--- src/rtl/pld_mc_pkg.sv ---
package pld_mc_pkg;
  localparam int NUM_SUMS = 3;
  localparam int NUM_FF   = 2;

  // Bit order follows the configuration word: [7] down to [0]
  typedef struct packed {
    logic       clk2_pin;
    logic       clk1_pin;
    logic       ff2_toggle;
    logic       ff1_toggle;
    logic       pol_high;
    logic       comb_mode;
    logic [1:0] fold;
  } mc_cfg_t;

  localparam logic [1:0] FOLD_PAIR   = 2'b00;
  localparam logic [1:0] FOLD_SINGLE = 2'b01;
  localparam logic [1:0] FOLD_ALL    = 2'b10;
  localparam logic [1:0] FOLD_DIRECT = 2'b11;
endpackage

--- src/rtl/mc_sum_steer.sv ---
module mc_sum_steer
  import pld_mc_pkg::*;
#(
  parameter int TPS = 4,
  localparam int PT_W = NUM_SUMS * TPS
) (
  input  logic [PT_W-1:0]   pt,
  input  mc_cfg_t           cfg,
  output logic [NUM_FF-1:0] d_vec,
  output logic              comb_raw,
  output logic              f2_from_input
);
  logic [NUM_SUMS-1:0] sum;

  for (genvar s = 0; s < NUM_SUMS; s++) begin : g_sum
    assign sum[s] = |pt[s*TPS +: TPS];
  end

  logic pair_or;
  logic all_or;
  assign pair_or = sum[0] | sum[1];
  assign all_or  = pair_or | sum[2];

  always_comb begin
    d_vec[0] = (!cfg.comb_mode && cfg.fold == FOLD_ALL) ? all_or : pair_or;
    d_vec[1] = sum[2];
    unique case (cfg.fold)
      FOLD_PAIR:   comb_raw = pair_or;
      FOLD_SINGLE: comb_raw = sum[0];
      FOLD_ALL:    comb_raw = all_or;
      default:     comb_raw = cfg.ff2_toggle ? pair_or : sum[0];
    endcase
    f2_from_input = (cfg.fold == FOLD_DIRECT);
  end
endmodule

--- src/rtl/mc_edge_detect.sv ---
module mc_edge_detect (
  input  logic clk,
  input  logic rst,
  input  logic src,
  output logic rise
);
  logic prev;

  always_ff @(posedge clk) begin
    if (rst) prev <= 1'b0;
    else     prev <= src;
  end

  assign rise = src & ~prev;
endmodule

--- src/rtl/mc_flop.sv ---
module mc_flop (
  input  logic clk,
  input  logic rst,
  input  logic ar,
  input  logic clk_rise,
  input  logic preset,
  input  logic is_toggle,
  input  logic d,
  output logic q
);
  always_ff @(posedge clk or posedge ar) begin
    if (ar)             q <= 1'b0;
    else if (rst)       q <= 1'b0;
    else if (clk_rise) begin
      if (preset)         q <= 1'b1;
      else if (is_toggle) q <= q ^ d;
      else                q <= d;
    end
  end
endmodule

--- src/rtl/pld_macrocell.sv ---
module pld_macrocell
  import pld_mc_pkg::*;
#(
  parameter int TPS = 4,
  localparam int PT_W = NUM_SUMS * TPS
) (
  input  logic              clk,
  input  logic              rst,
  input  logic [PT_W-1:0]   pt,
  input  logic [NUM_FF-1:0] ar_term,
  input  logic [NUM_FF-1:0] ck_term,
  input  logic              oe_term,
  input  logic              pin_clk,
  input  logic              sync_preset,
  input  logic [7:0]        cfg,
  input  logic              pin_in,
  output logic              pin_out,
  output logic              pin_oe,
  output logic              fb_f2,
  output logic              fb_f2_n,
  output logic              fb_q1,
  output logic              fb_q1_n,
  output logic              fb_pin,
  output logic              fb_pin_n
);
  mc_cfg_t            c;
  logic [NUM_FF-1:0]  d_vec;
  logic [NUM_FF-1:0]  q;
  logic [NUM_FF-1:0]  src;
  logic [NUM_FF-1:0]  rise;
  logic [NUM_FF-1:0]  gate_en;
  logic [NUM_FF-1:0]  t_sel;
  logic               comb_raw;
  logic               f2_from_input;
  logic               raw;

  assign c       = mc_cfg_t'(cfg);
  assign gate_en = {c.clk2_pin, c.clk1_pin};
  assign t_sel   = {c.ff2_toggle, c.ff1_toggle};

  mc_sum_steer #(.TPS(TPS)) u_steer (
    .pt           (pt),
    .cfg          (c),
    .d_vec        (d_vec),
    .comb_raw     (comb_raw),
    .f2_from_input(f2_from_input)
  );

  for (genvar i = 0; i < NUM_FF; i++) begin : g_ff
    assign src[i] = gate_en[i] ? (ck_term[i] & pin_clk) : ck_term[i];

    mc_edge_detect u_edge (
      .clk (clk),
      .rst (rst),
      .src (src[i]),
      .rise(rise[i])
    );

    mc_flop u_ff (
      .clk      (clk),
      .rst      (rst),
      .ar       (ar_term[i]),
      .clk_rise (rise[i]),
      .preset   (sync_preset),
      .is_toggle(t_sel[i]),
      .d        (d_vec[i]),
      .q        (q[i])
    );
  end

  assign raw      = c.comb_mode ? comb_raw : q[0];
  assign pin_out  = c.pol_high ? raw : ~raw;
  assign pin_oe   = oe_term;
  assign fb_pin   = oe_term ? pin_out : pin_in;
  assign fb_pin_n = ~fb_pin;
  assign fb_q1    = q[0];
  assign fb_q1_n  = ~q[0];
  assign fb_f2    = f2_from_input ? d_vec[1] : q[1];
  assign fb_f2_n  = ~fb_f2;
endmodule

--- config.mk ---
export PLATFORM = sky130hd
export DESIGN_NAME = pld_macrocell
export DESIGN_NICKNAME = d
export VERILOG_FILES = /design/src/rtl/pld_mc_pkg.sv /design/src/rtl/mc_sum_steer.sv /design/src/rtl/mc_edge_detect.sv /design/src/rtl/mc_flop.sv /design/src/rtl/pld_macrocell.sv
export SDC_FILE = /design/constraint.sdc
export NUM_CORES = 1
export LEC_CHECK = 0
export ABC_CLOCK_PERIOD_IN_PS = 4200
export BUFFER_PORTS_ARGS = -buffer_cell sky130_fd_sc_hd__buf_2
export CAP_MARGIN = 0
export CORE_AREA = 2 2 39 41
export DETAILED_ROUTE_END_ITERATION = 12
export DIE_AREA = 0 0 41 43
export GPL_ROUTABILITY_DRIVEN = 0
export GPL_TIMING_DRIVEN = 0
export PLACE_DENSITY = 0.72
export SETUP_SLACK_MARGIN = 0.2
export SLEW_MARGIN = 20
export SYNTH_ARGS = -nofsm -noshare
export SYNTH_HDL_FRONTEND = slang
export SYNTH_SLANG_ARGS = --single-unit
--- constraint.sdc ---
create_clock -name clk -period 4.2 [get_ports clk]
set_input_delay 1.26 -clock clk [delete_from_list [all_inputs] [get_ports clk]]
set_output_delay 1.26 -clock clk [all_outputs]
set_load 0.03 [all_outputs]
==> results.tsv <==
stage	metric	value	unit
status	status	finished, final reports clean	
die	standard-cell rows	14	
clock_network	Root Buffer	clkbuf_4	
final_layout	share of cells above drive strength 1	54.9	%
sta	RSZ-0062 raised after global routing	no	
final_layout	# nets final	123	
placed_design	IO Port Bufs	37	
global_route	first-pass GRT wire length	1700	um
global_route	vias in the first global route	477	
die	IO Pins	38	
die	die area	1760	sq um
sta	Max-Slew Margin vs Limit	72.2	%
clock_network	Hold Buf Count CTS	0	
die	CORE AREA	1380	sq um
worst_setup_path	Worst EP arrival	2.54	ns
worst_setup_path	kind of critical path	input port to primary output	
global_route	initial antenna violation count	0	
clock_network	# Post-CTS Setup Buffers	0	
clock_network	Clock Pin Slew Worst Setup and Hold Paths	0.04	ns
die	initial core utilization	30.9	%
clock_network	total CTS buffers	3	
logic_synthesis	mapped cell area	428	sq um
sta	Clock Skew	0.0000292	ns
sta	Pins Over Slew Limit	0	
worst_setup_path	crit-path max FO	7	
worst_setup_path	CP Capture Type	primary output	
drt	initial DRC count	5	
sta	Final Critical Period	3.80	ns
logic_synthesis	Yosys reg bits	4	
worst_setup_path	CP required	2.94	ns
drt	drc violations	0	
drt	Routed Antenna Nets	0	
worst_setup_path	Worst setup SP type	input port	
logic_synthesis	Yosys cell types	29	
drt	vias per cell	4.78	
global_route	total gr overflow	0	
pwr	Power Density	233	nW/um^2
final_layout	ANT cells	0	
clock_network	Clock Latency Late Sink	0.23	ns
final_layout	final core utilization	47.4	%
global_route	largest net degree at the start of global routing	8	
worst_setup_path	cell depth of the worst flop-to-flop path	3	
run	Max-cap violations	0	
logic_synthesis	sequential area share after synthesis	21.1	%
global_route	gr usage total	13.9	%
die	die height	43	um
sta	# setup viols final	0	
sta	Fmax	263	MHz
sta	worst slew pin tran	0.413	ns
clock_network	# clock sinks	4	
min_path	Hold Crit Class	register to register	
sta	Final period util	90.5	%
clock_network	post-cts sizing count	0	
final_layout	area growth from synthesis to layout	53.2	%
final_layout	commonest cells after routing, fill and taps aside	37 x buf_2, 7 x inv_1, 4 x nor2_1	
logic_synthesis	warnings from Yosys	0	
pwr	VDD IR max	0.131	mV
clock_network	CTS tree	built	
final_layout	commonest non-fill, non-tap cell in the layout	buf_2	
min_path	Hold Crit Depth	2	
drt	DR vias	511	
sta	setup TNS	0	ns
pwr	leakage power	0.314	nW
logic_synthesis	syn avg cell area	8.39	sq um
placed_design	DP HPWL	876	um
drt	mean routed wirelength per cell	9.63	um
logic_synthesis	syn nets	81	
drt	WL final	1030	um
clock_network	H-tree depth	1	
drt	drt pass-1 iters	3	
die	Die W	41	um
sta	Hold Vio Cnt, Final	0	
logic_synthesis	Syn Inst Count	51	
clock_network	CTS max path bufs	2	
-- state kept, by name (all words and copies together), names as in the netlist --
signal / flops
g_ff.u_edge.prev: 2
g_ff.u_ff.q: 2
-- metrics by stage --
step                      setup slack [ns]   power, W  instance area (sq um)  std cells  hold WS, ns
final                                0.400   0.000153                    656        107        0.527
after global placement               0.382   0.000105                    633        104        0.521
after CTS                            0.375   0.000156                    656        107        0.531
after global routing                 0.291   0.000163                    656        107        0.577
after detailed placement             0.386   0.000106                    633        104        0.526
after floorplan                      0.541  0.0000789                    428         51        0.508
-- synth_stat cells, drive strengths merged --
cell | number | area, sq um
inv | 7 | 26.3
nor4 | 6 | 71.3
nor2 | 4 | 15.0
mux2 | 3 | 37.5
nor2b | 3 | 18.8
and2 | 2 | 12.5
dfrtp | 2 | 50.1
dfxtp | 2 | 40.0
nand2 | 2 | 7.51
nor3 | 2 | 10.0
o211ai | 2 | 15.0
o21ai | 2 | 10.0
a21boi | 1 | 7.51
a21oi | 1 | 5.00
a221oi | 1 | 8.76
a31oi | 1 | 6.26
buf | 1 | 7.51
nand2b | 1 | 6.26
nand3b | 1 | 7.51
nor3b | 1 | 7.51
nor4b | 1 | 8.76
o22ai | 1 | 6.26
o311ai | 1 | 16.3
o31a | 1 | 8.76
or3b | 1 | 8.76
xor2 | 1 | 8.76
-- cell type report --
| type | instances | area (sq um) |
|---|---|---|
| well taps | 16 | 20.0 |
| repair buffers | 37 | 185 |
| plain buffers | 1 | 7.51 |
| clock buffers | 3 | 22.5 |
| flip-flops and latches | 4 | 90.1 |
| inverters | 7 | 26.3 |
| multi-input cells | 39 | 304 |
| fillers | 141 | 728 |
-- metal layers --
| layer | track usage [%] | wire length (um) | up-vias |
|---|---|---|---|
| met5 | 0 | 0 | - |
| met4 | 8.00 | 0 | 0 |
| met3 | 2.09 | 103 | 0 |
| met2 | 23.8 | 532 | 24 |
| met1 | 14.8 | 394 | 217 |
| li1 | - | - | 270 |
-- worst max-delay path, cell delays in order --
cell	delay, ns
buf_2	0.11
nor4_4	0.44
o21ai_0	0.15
mux2_2	0.28
and2_1	0.13
buf_2	0.17
-- final timing paths --
path	start	endpoint	slack, ns
min in group asynchronous	ar_term[0]	g_ff[0].u_ff.q	0.85
min	g_ff[1].u_edge.prev	g_ff[1].u_ff.q	0.53
max in group asynchronous	ar_term[1]	g_ff[1].u_ff.q	3.26
max reg2reg	g_ff[0].u_edge.prev	g_ff[0].u_ff.q	2.93
min reg2reg	g_ff[1].u_edge.prev	g_ff[1].u_ff.q	0.53
max	pt[9]	fb_pin_n	0.40
-- cells by family (layout without fill, tap and decap cells) --
family / after synthesis / in the layout / share of synthesized area [%]
simple gates: 24 / 24 / 40.6
compound gates: 11 / 11 / 19.6
buf+inv: 8 / 48 / 7.90
flops: 4 / 4 / 21.1
mux: 3 / 3 / 8.77
xor+xnor: 1 / 1 / 2.05
-- power by group --
group	internal, W	switching, W
combinational	0.0000262	0.0000359
sequential	0.0000411	0.00000237
clock	0.0000319	0.0000151
total	0.0000992	0.0000533
No activity file was read; power rests on OpenSTA's default activity.
